$ cat src/rtl/conv_seq_pkg.sv
package conv_seq_pkg;

   // Number of completions flagged invalid after an early restart
   localparam int unsigned POISON_SPAN = 2;

   // Bits needed to hold the values 0..n
   function automatic int unsigned span_bits(input int unsigned n);
      return (n < 2) ? 1 : $clog2(n + 1);
   endfunction

   typedef struct packed {
      logic oe;
      logic invert;
   } out_ctl_t;

endpackage

$ cat src/rtl/cs_sync_edge.sv
module cs_sync_edge #(
   parameter int unsigned STAGES = 2
) (
   input  logic clk,
   input  logic rst,
   input  logic async_in,
   output logic rise
);
   logic [STAGES-1:0] sync_q;
   logic              last_q;

   generate
      if (STAGES == 1) begin : g_single
         always_ff @(posedge clk) begin
            if (rst) sync_q <= '0;
            else     sync_q <= async_in;
         end
      end else begin : g_chain
         always_ff @(posedge clk) begin
            if (rst) sync_q <= '0;
            else     sync_q <= {sync_q[STAGES-2:0], async_in};
         end
      end
   endgenerate

   always_ff @(posedge clk) begin
      if (rst) last_q <= 1'b0;
      else     last_q <= sync_q[STAGES-1];
   end

   assign rise = sync_q[STAGES-1] & ~last_q;
endmodule

$ cat src/rtl/cs_busy_timer.sv
module cs_busy_timer #(
   parameter int unsigned CYCLES = 10
) (
   input  logic clk,
   input  logic rst,
   input  logic start,
   output logic eoc,
   output logic restart,
   output logic done
);
   localparam int unsigned CW = conv_seq_pkg::span_bits(CYCLES - 1);

   logic [CW-1:0] left_q;

   assign restart = start & eoc;
   assign done    = eoc & ~start & (left_q == '0);

   always_ff @(posedge clk) begin
      if (rst) begin
         eoc    <= 1'b0;
         left_q <= '0;
      end else if (start) begin
         eoc    <= 1'b1;
         left_q <= CW'(CYCLES - 1);
      end else if (done) begin
         eoc    <= 1'b0;
      end else if (eoc) begin
         left_q <= left_q - 1'b1;
      end
   end
endmodule

$ cat src/rtl/cs_result_pipe.sv
module cs_result_pipe #(
   parameter int unsigned W     = 16,
   parameter int unsigned DEPTH = 3
) (
   input  logic         clk,
   input  logic         rst,
   input  logic         accept,
   input  logic         restart,
   input  logic         done,
   input  logic [W-1:0] sample,
   output logic [W-1:0] res_data,
   output logic         res_valid
);
   import conv_seq_pkg::*;

   localparam int unsigned PW = span_bits(POISON_SPAN);

   logic [W-1:0]  cap_q;
   logic [PW-1:0] poison_q;
   logic          new_valid;
   logic [W-1:0]  tail_data;
   logic          tail_valid;

   assign new_valid = (poison_q == '0);

   always_ff @(posedge clk) begin
      if (rst)         cap_q <= '0;
      else if (accept) cap_q <= sample;
   end

   always_ff @(posedge clk) begin
      if (rst)                          poison_q <= '0;
      else if (restart)                 poison_q <= PW'(POISON_SPAN);
      else if (done && poison_q != '0)  poison_q <= poison_q - 1'b1;
   end

   generate
      if (DEPTH == 1) begin : g_one
         logic [W-1:0] st_d;
         logic         st_v;
         always_ff @(posedge clk) begin
            if (rst) begin
               st_d <= '0;
               st_v <= 1'b0;
            end else if (done) begin
               st_d <= cap_q;
               st_v <= new_valid;
            end
         end
         assign tail_data  = st_d;
         assign tail_valid = st_v;
      end else begin : g_shift
         logic [DEPTH-1:0][W-1:0] st_d;
         logic [DEPTH-1:0]        st_v;
         always_ff @(posedge clk) begin
            if (rst) begin
               st_d <= '0;
               st_v <= '0;
            end else if (done) begin
               for (int g = DEPTH - 1; g > 0; g--) begin
                  st_d[g] <= st_d[g-1];
                  st_v[g] <= st_v[g-1];
               end
               st_d[0] <= cap_q;
               st_v[0] <= new_valid;
            end
         end
         assign tail_data  = st_d[DEPTH-1];
         assign tail_valid = st_v[DEPTH-1];
      end
   endgenerate

   always_ff @(posedge clk) begin
      if (rst) begin
         res_data  <= '0;
         res_valid <= 1'b0;
      end else if (done) begin
         res_data  <= tail_data;
         res_valid <= tail_valid;
      end
   end
endmodule

$ cat src/rtl/cs_out_stage.sv
module cs_out_stage #(
   parameter int unsigned W = 16
) (
   input  logic         clk,
   input  logic         rst,
   input  logic         eoc,
   input  logic         oe_req,
   input  logic         invert_req,
   input  logic [W-1:0] res_data,
   output logic [W-1:0] dout,
   output logic         oe_active
);
   import conv_seq_pkg::*;

   out_ctl_t ctl_q;

   always_ff @(posedge clk) begin
      if (rst) begin
         ctl_q <= '0;
      end else if (!eoc) begin
         ctl_q.oe     <= oe_req;
         ctl_q.invert <= invert_req;
      end
   end

   always_comb begin
      if (!ctl_q.oe)         dout = '0;
      else if (ctl_q.invert) dout = ~res_data;
      else                   dout = res_data;
   end

   assign oe_active = ctl_q.oe;
endmodule

$ cat src/rtl/conv_sequencer.sv
module conv_sequencer #(
   parameter int unsigned DATA_W      = 16,
   parameter int unsigned EOC_CYCLES  = 10,
   parameter int unsigned PIPE_DEPTH  = 3,
   parameter int unsigned SYNC_STAGES = 2
) (
   input  logic              clk,
   input  logic              rst,
   input  logic              start_cvt,
   input  logic [DATA_W-1:0] core_data,
   input  logic              oe_req,
   input  logic              invert_req,
   output logic              eoc,
   output logic [DATA_W-1:0] dout,
   output logic              dout_valid
);
   initial begin
      if (DATA_W < 1)      $fatal(1, "DATA_W must be at least 1");
      if (EOC_CYCLES < 1)  $fatal(1, "EOC_CYCLES must be at least 1");
      if (PIPE_DEPTH < 1)  $fatal(1, "PIPE_DEPTH must be at least 1");
      if (SYNC_STAGES < 2) $fatal(1, "SYNC_STAGES must be at least 2");
   end

   logic              start_rise;
   logic              restart_w;
   logic              done_w;
   logic [DATA_W-1:0] res_data;
   logic              ctl_oe;

   cs_sync_edge #(.STAGES(SYNC_STAGES)) u_sync (
      .clk      (clk),
      .rst      (rst),
      .async_in (start_cvt),
      .rise     (start_rise)
   );

   cs_busy_timer #(.CYCLES(EOC_CYCLES)) u_timer (
      .clk     (clk),
      .rst     (rst),
      .start   (start_rise),
      .eoc     (eoc),
      .restart (restart_w),
      .done    (done_w)
   );

   cs_result_pipe #(.W(DATA_W), .DEPTH(PIPE_DEPTH)) u_pipe (
      .clk       (clk),
      .rst       (rst),
      .accept    (start_rise),
      .restart   (restart_w),
      .done      (done_w),
      .sample    (core_data),
      .res_data  (res_data),
      .res_valid (dout_valid)
   );

   cs_out_stage #(.W(DATA_W)) u_out (
      .clk        (clk),
      .rst        (rst),
      .eoc        (eoc),
      .oe_req     (oe_req),
      .invert_req (invert_req),
      .res_data   (res_data),
      .dout       (dout),
      .oe_active  (ctl_oe)
   );
endmodule

$ cat config.mk
export PLATFORM = sky130hd
export DESIGN_NAME = conv_sequencer
export DESIGN_NICKNAME = d
export VERILOG_FILES = /design/src/rtl/conv_seq_pkg.sv /design/src/rtl/cs_sync_edge.sv /design/src/rtl/cs_busy_timer.sv /design/src/rtl/cs_result_pipe.sv /design/src/rtl/cs_out_stage.sv /design/src/rtl/conv_sequencer.sv
export SDC_FILE = /design/constraint.sdc
export NUM_CORES = 1
export LEC_CHECK = 0
export ABC_CLOCK_PERIOD_IN_PS = 1600
export BUFFER_PORTS_ARGS = -buffer_cell sky130_fd_sc_hd__buf_4
export CAP_MARGIN = 20
export CORE_MARGIN = 3
export CORE_UTILIZATION = 50
export CTS_CLUSTER_SIZE = 30
export DETAILED_ROUTE_END_ITERATION = 16
export HOLD_SLACK_MARGIN = 0.15
export PLACE_DENSITY = 0.73
export SLEW_MARGIN = 25
export SYNTH_ARGS = -nofsm -noshare
export SYNTH_HDL_FRONTEND = slang
export SYNTH_SLANG_ARGS = --single-unit
$ cat constraint.sdc
create_clock -name clk -period 1.6 [get_ports clk]
set_input_delay 0.32 -clock clk [delete_from_list [all_inputs] [get_ports clk]]
set_output_delay 0.32 -clock clk [all_outputs]
set_load 0.01 [all_outputs]
# Word-level counts from Yosys, hierarchy flattened
# Index checks and enable logic that the tools add are counted.
# W data, S select, Z words.
totals:
  register_bits: 96
  out_inout_bits: 18
classes:
  addsub: 2
  eq_ne: 1
  muxes: 9
  bitwise: 8
  n_reduce_logical: 11
op_table:
  columns: ["op", "n"]
  rows:
  - ["$mux W16", 2]
  - ["$not A16 Y16", 1]
  - ["$mux W4", 3]
  - ["$reduce_bool A2 Y1", 4]
  - ["$and A1 B1 Y1", 4]
  - ["$logic_not A4 Y1", 1]
  - ["$mux W2", 2]
  - ["$reduce_and A2 Y1", 2]
  - ["$reduce_or A2 Y1", 2]
  - ["$sub A4 B1 Y4 const B", 1]
  - ["$not A1 Y1", 3]
  - ["$logic_not A2 Y1", 1]
  - ["$mux W1", 2]
  - ["$ne A2 B2 Y1 const B", 1]
  - ["$sub A2 B1 Y2 const B", 1]
  - ["$logic_and A1 B1 Y1", 1]

# Longest topological paths before layout
logic_depth:
  word_depth: 8
  mapped_depth: 8
  mapped_depth_nobuf: 5

# Modules after synthesis
# A second synthesis with hierarchy kept.
hier_totals:
  hier_cells: 361
  hier_area_um2: 3787.4
by_module_without_submodules:
  columns: ["mod", "instances", "cells_per_inst", "area_each_um2", "seq_area_each_um2"]
  rows:
  - ["cs_result_pipe", 1, 283, 3079.2, 1721.7]
  - ["cs_out_stage", 1, 41, 342.8, 40.0]
  - ["cs_busy_timer", 1, 30, 277.8, 100.1]
  - ["cs_sync_edge", 1, 7, 87.6, 60.1]

# Worst setup path after synthesis
# Ideal clock, no wire load.
synth_timing:
  path_type: "register to register"
  from: "reg u_timer.left_q[0]"
  to: "reg u_pipe.poison_q[0]"
  setup_time_ns: 0.086
  arrival_ns: 1.455
  required_time_ns: 1.514
  path_slack_ns: 0.058
  path_stages_with_launch: 7
  n_path_buf: 1
  cell_sequence: "dfxtp_1 inv_1 ha_1 nand4bb_1 buf_2 or4_4 a221oi_2"
synth_via:
  elab_chain_len: 3
synth_lines:
  columns: ["element", "line_no", "rtl"]
  rows:
  - ["from (decl)", "cs_busy_timer.sv:13", "logic [CW-1:0] left_q;"]
  - ["from (signal assigned)", "cs_busy_timer.sv:24", "left_q <= CW'(CYCLES - 1);"]
  - ["from (signal assigned)", "cs_busy_timer.sv:28", "left_q <= left_q - 1'b1;"]
  - ["$logic_not A4 Y1", "cs_busy_timer.sv:16", "assign done = eoc & ~start & (left_q == '0);"]
  - ["$and A1 B1 Y1", "cs_busy_timer.sv:16", null]
  - ["$logic_and A1 B1 Y1", "cs_result_pipe.sv:34", "else if (done && poison_q != '0) poison_q <= poison_q - 1'b1;"]
  - ["to (signal assigned)", "cs_result_pipe.sv:33", "else if (restart) poison_q <= PW'(POISON_SPAN);"]
  - ["to (signal assigned)", "cs_result_pipe.sv:34", null]
  - ["to (decl)", "cs_result_pipe.sv:19", "logic [PW-1:0] poison_q;"]
# No other way between the ends.
# A chain may end at the register's enable or synchronous reset.

# Worst setup path in the final report
layout_timing:
  from: "reg u_out.ctl_q[0] (netlist bit)"
  to: "out dout[1]"
layout_via:
  elab_chain_len: 2
layout_lines:
  columns: ["element", "line_no", "rtl"]
  rows:
  - ["from (decl)", "cs_out_stage.sv:15", "out_ctl_t ctl_q;"]
  - ["$mux W16", "cs_out_stage.sv:28", "else if (ctl_q.invert) dout = ~res_data;"]
  - ["$mux W16", "cs_out_stage.sv:27", "if (!ctl_q.oe) dout = '0;"]
  - ["to (decl)", "conv_sequencer.sv:14", "output logic [DATA_W-1:0] dout,"]
# No other way between the ends.

==> impl_results.md <==
* Ys flop type: dfxtp_1
* Final GP Congestion at 0.729
* CP endpoint kind: output pin
* Ys async rst share at 0%
* Max_cap viols at 0
* Final worst path period need at 1640 ps
* HPWL after DPL at 5020 um
* Status: finished with violations
* Clock root cell: clkbuf_8
* Cell area power density at 929 nW/um2
* Clock sinks at 96
* Maximum vdd drop at 0.426 mV
* Post-synth EDFFs at 0
* Worst skew pair latency at 360 ps
* CP startpoint kind: flip-flop
* DRT Wirelength at 8090 um
* Setup WS pre-CTS at -93.6 ps
* Cell Rows at 31
* Proportion of synthesized chip area in sequential cells at 49.1%
* Hold Path Class: in -> reg
* Worst-Margin Slew at 467 ps
* Initial drt markers at 285
* Overflow left after global routing at 0
* Vias in the first global route at 3008
* Avg Inst Size Synth at 8.27 um2
* Mapped cell area at 3910 um2
* Clock transition at path regs at 90 ps
* Slew margin rel. at 68.8%
* Nets at 517
* Worst Path Required at 1280 ps
* Worst path arrival time at 1320 ps
* Drt pass-1 iters at 5
* WL per Instance at 13.6 um
* Worst setup margin at -43.4 ps
* Syn-to-layout area delta at 19.4%
* Total track usage at 18.8%
* Yosys Warn Count at 0
* Post-Syn Nets at 497
* DR vias at 3305
* DRC viols at 0
* Setup-failing EPs final at 15
* Share of cells above drive strength 1 at 18.1%
* Commonest non-fill, non-tap cells in the layout: dfxtp_1, a21oi_1, nand3_1, o21ai_0, buf_4
* Vias per inst at 5.54
* Die area at 8920 um2
* First-pass GRT wire length at 13500 um
* Syn Inst Count at 473
* # hold bufs at CTS at 0
* Bufs on Longest Clock Path at 2
* Core area at 7410 um2
* Antenna Cells at 0
* Most common cell after layout, fill and taps aside: dfxtp_1
* Failing checks: negative setup slack
* Die Y at 94.5 um
* Initial Util at 52.8%
* Largest net degree at the start of global routing at 68
* Max Freq at 608 MHz
* CP Class: reg -> out
* Max Fanout on Critical Path at 9
* Fin Clk Skew at 11.3 ps
* Fin area at 4670 um2
* RSZ-0062 raised after global routing: true
* Post-route ant nets at 0
* H-tree depth at 3
* Final period util at 103%
* Number of distinct library cells after synthesis at 32
* Final Hold Fails at 0
* Width of the die at 94.5 um
* Slew Viols, Final at 0
* Placed cell areas at 4320 um2
* LEAKAGE at 0.00166 uW
* IO Pins at 39
* Initial antenna violation count at 0
* Register bit total from synthesis at 96
* Total CTS buffers at 9
* IO buf count at 38
* TritonCTS clock tree: done
## stage by stage
step / hold slack [ps] / total power (uW) / utilization (%) / setup TNS [ps] / cells
2_1_floorplan: 414 / 2680 / - / 0 / 473
3_3_place_gp: 423 / 2810 / 58.4 / 0 / 578
3_5_place_dp: 437 / 2820 / 58.4 / -161 / 578
4_1_cts: 168 / 4380 / 62.3 / -298 / 594
5_1_grt: 198 / 4520 / 63.1 / -1160 / 597
6_report: 181 / 4340 / 63.1 / -295 / 597
## timing repair
action | in CTS | in global routing
pin swaps | 2 | 5
endpoints found under the setup margin | 21 | 45
gates cloned | 0 | 1
setup buffers | 0 | 2
endpoints found under the hold margin | 0 | 0
resized for setup | 22 | 6
## per-layer routing
layer	vias to the layer above	wire length (um)	global-route usage, %
li1	1679	-	-
met1	1551	3850	24.9
met2	63	3820	30.2
met3	12	275	3.19
met4	0	153	8.29
met5	-	0	0
## final timing paths
kind / cells after the start / to / startpoint / slack, ps
max: 4 / dout[1] / u_out.ctl_q[0]$_SDFFE_PP0N_ / -40
min: 2 / u_sync.sync_q[0]$_SDFF_PP0_ / start_cvt / 180
max reg2reg: 5 / u_pipe.poison_q[0]$_SDFFE_PP0P_ / u_timer.left_q[0]$_SDFFE_PP0P_ / 90
min reg2reg: 1 / u_sync.sync_q[1]$_SDFF_PP0_ / u_sync.sync_q[0]$_SDFF_PP0_ / 450
## kinds of logic after synthesis
kind of cell	synth area share [%]
mux	0.768
fa+ha+maj	0.959
flops	49.1
buf+inv	6.11
xor+xnor	3.58
compound gates	21.6
simple gates	17.9
## worst max-delay path, stage by stage (launching register included)
cell and delay [ps]:
dfxtp_4 370, buf_12 140, xor2_1 160, and2_1 170, buf_6 120
## synthesized netlist by cell type (all sizes together) (3+ instances only)
cell,count,area (um2)
dfxtp,96,1920
a21oi,88,440
nand3,68,340
o21ai,68,340
nand2,34,128
buf,25,126
clkbuf,25,93.8
and2,16,100
xor2,16,140
inv,5,18.8
nor2,5,18.8
nor2b,4,27.5
a211oi,3,22.5
ha,3,37.5
mux2i,3,30.0
## report_power, final
part           internal, uW  switching (uW)
logic                   161             196
registers              2410            24.0
clock network           757             787
total                  3330            1010
## area by class of cell
cell class | count | area (um2)
Clock buffer | 10 | 138
Inverter | 5 | 18.8
Tap cell | 99 | 124
Multi-Input combinational cell | 322 | 1800
Sequential cell | 96 | 1930
Timing Repair Buffer | 59 | 608
Fill cell | 651 | 2740
Clock inverter | 6 | 58.8
## sequential cells by signal, summed over array words and instances (netlist names)
signal and count:
u_pipe.g_shift.st_d 32, u_timer.eoc 1, u_out.ctl_q 1, u_timer.left_q 4, u_pipe.g_shift.st_v 3, u_pipe.cap_q 16
u_sync.sync_q 2, u_pipe.tail_data 16, u_pipe.poison_q 2, u_pipe.res_data 16, u_sync.last_q 1, u_pipe.res_valid 1
u_out.oe_active 1
(Power assumes the default switching activity.)
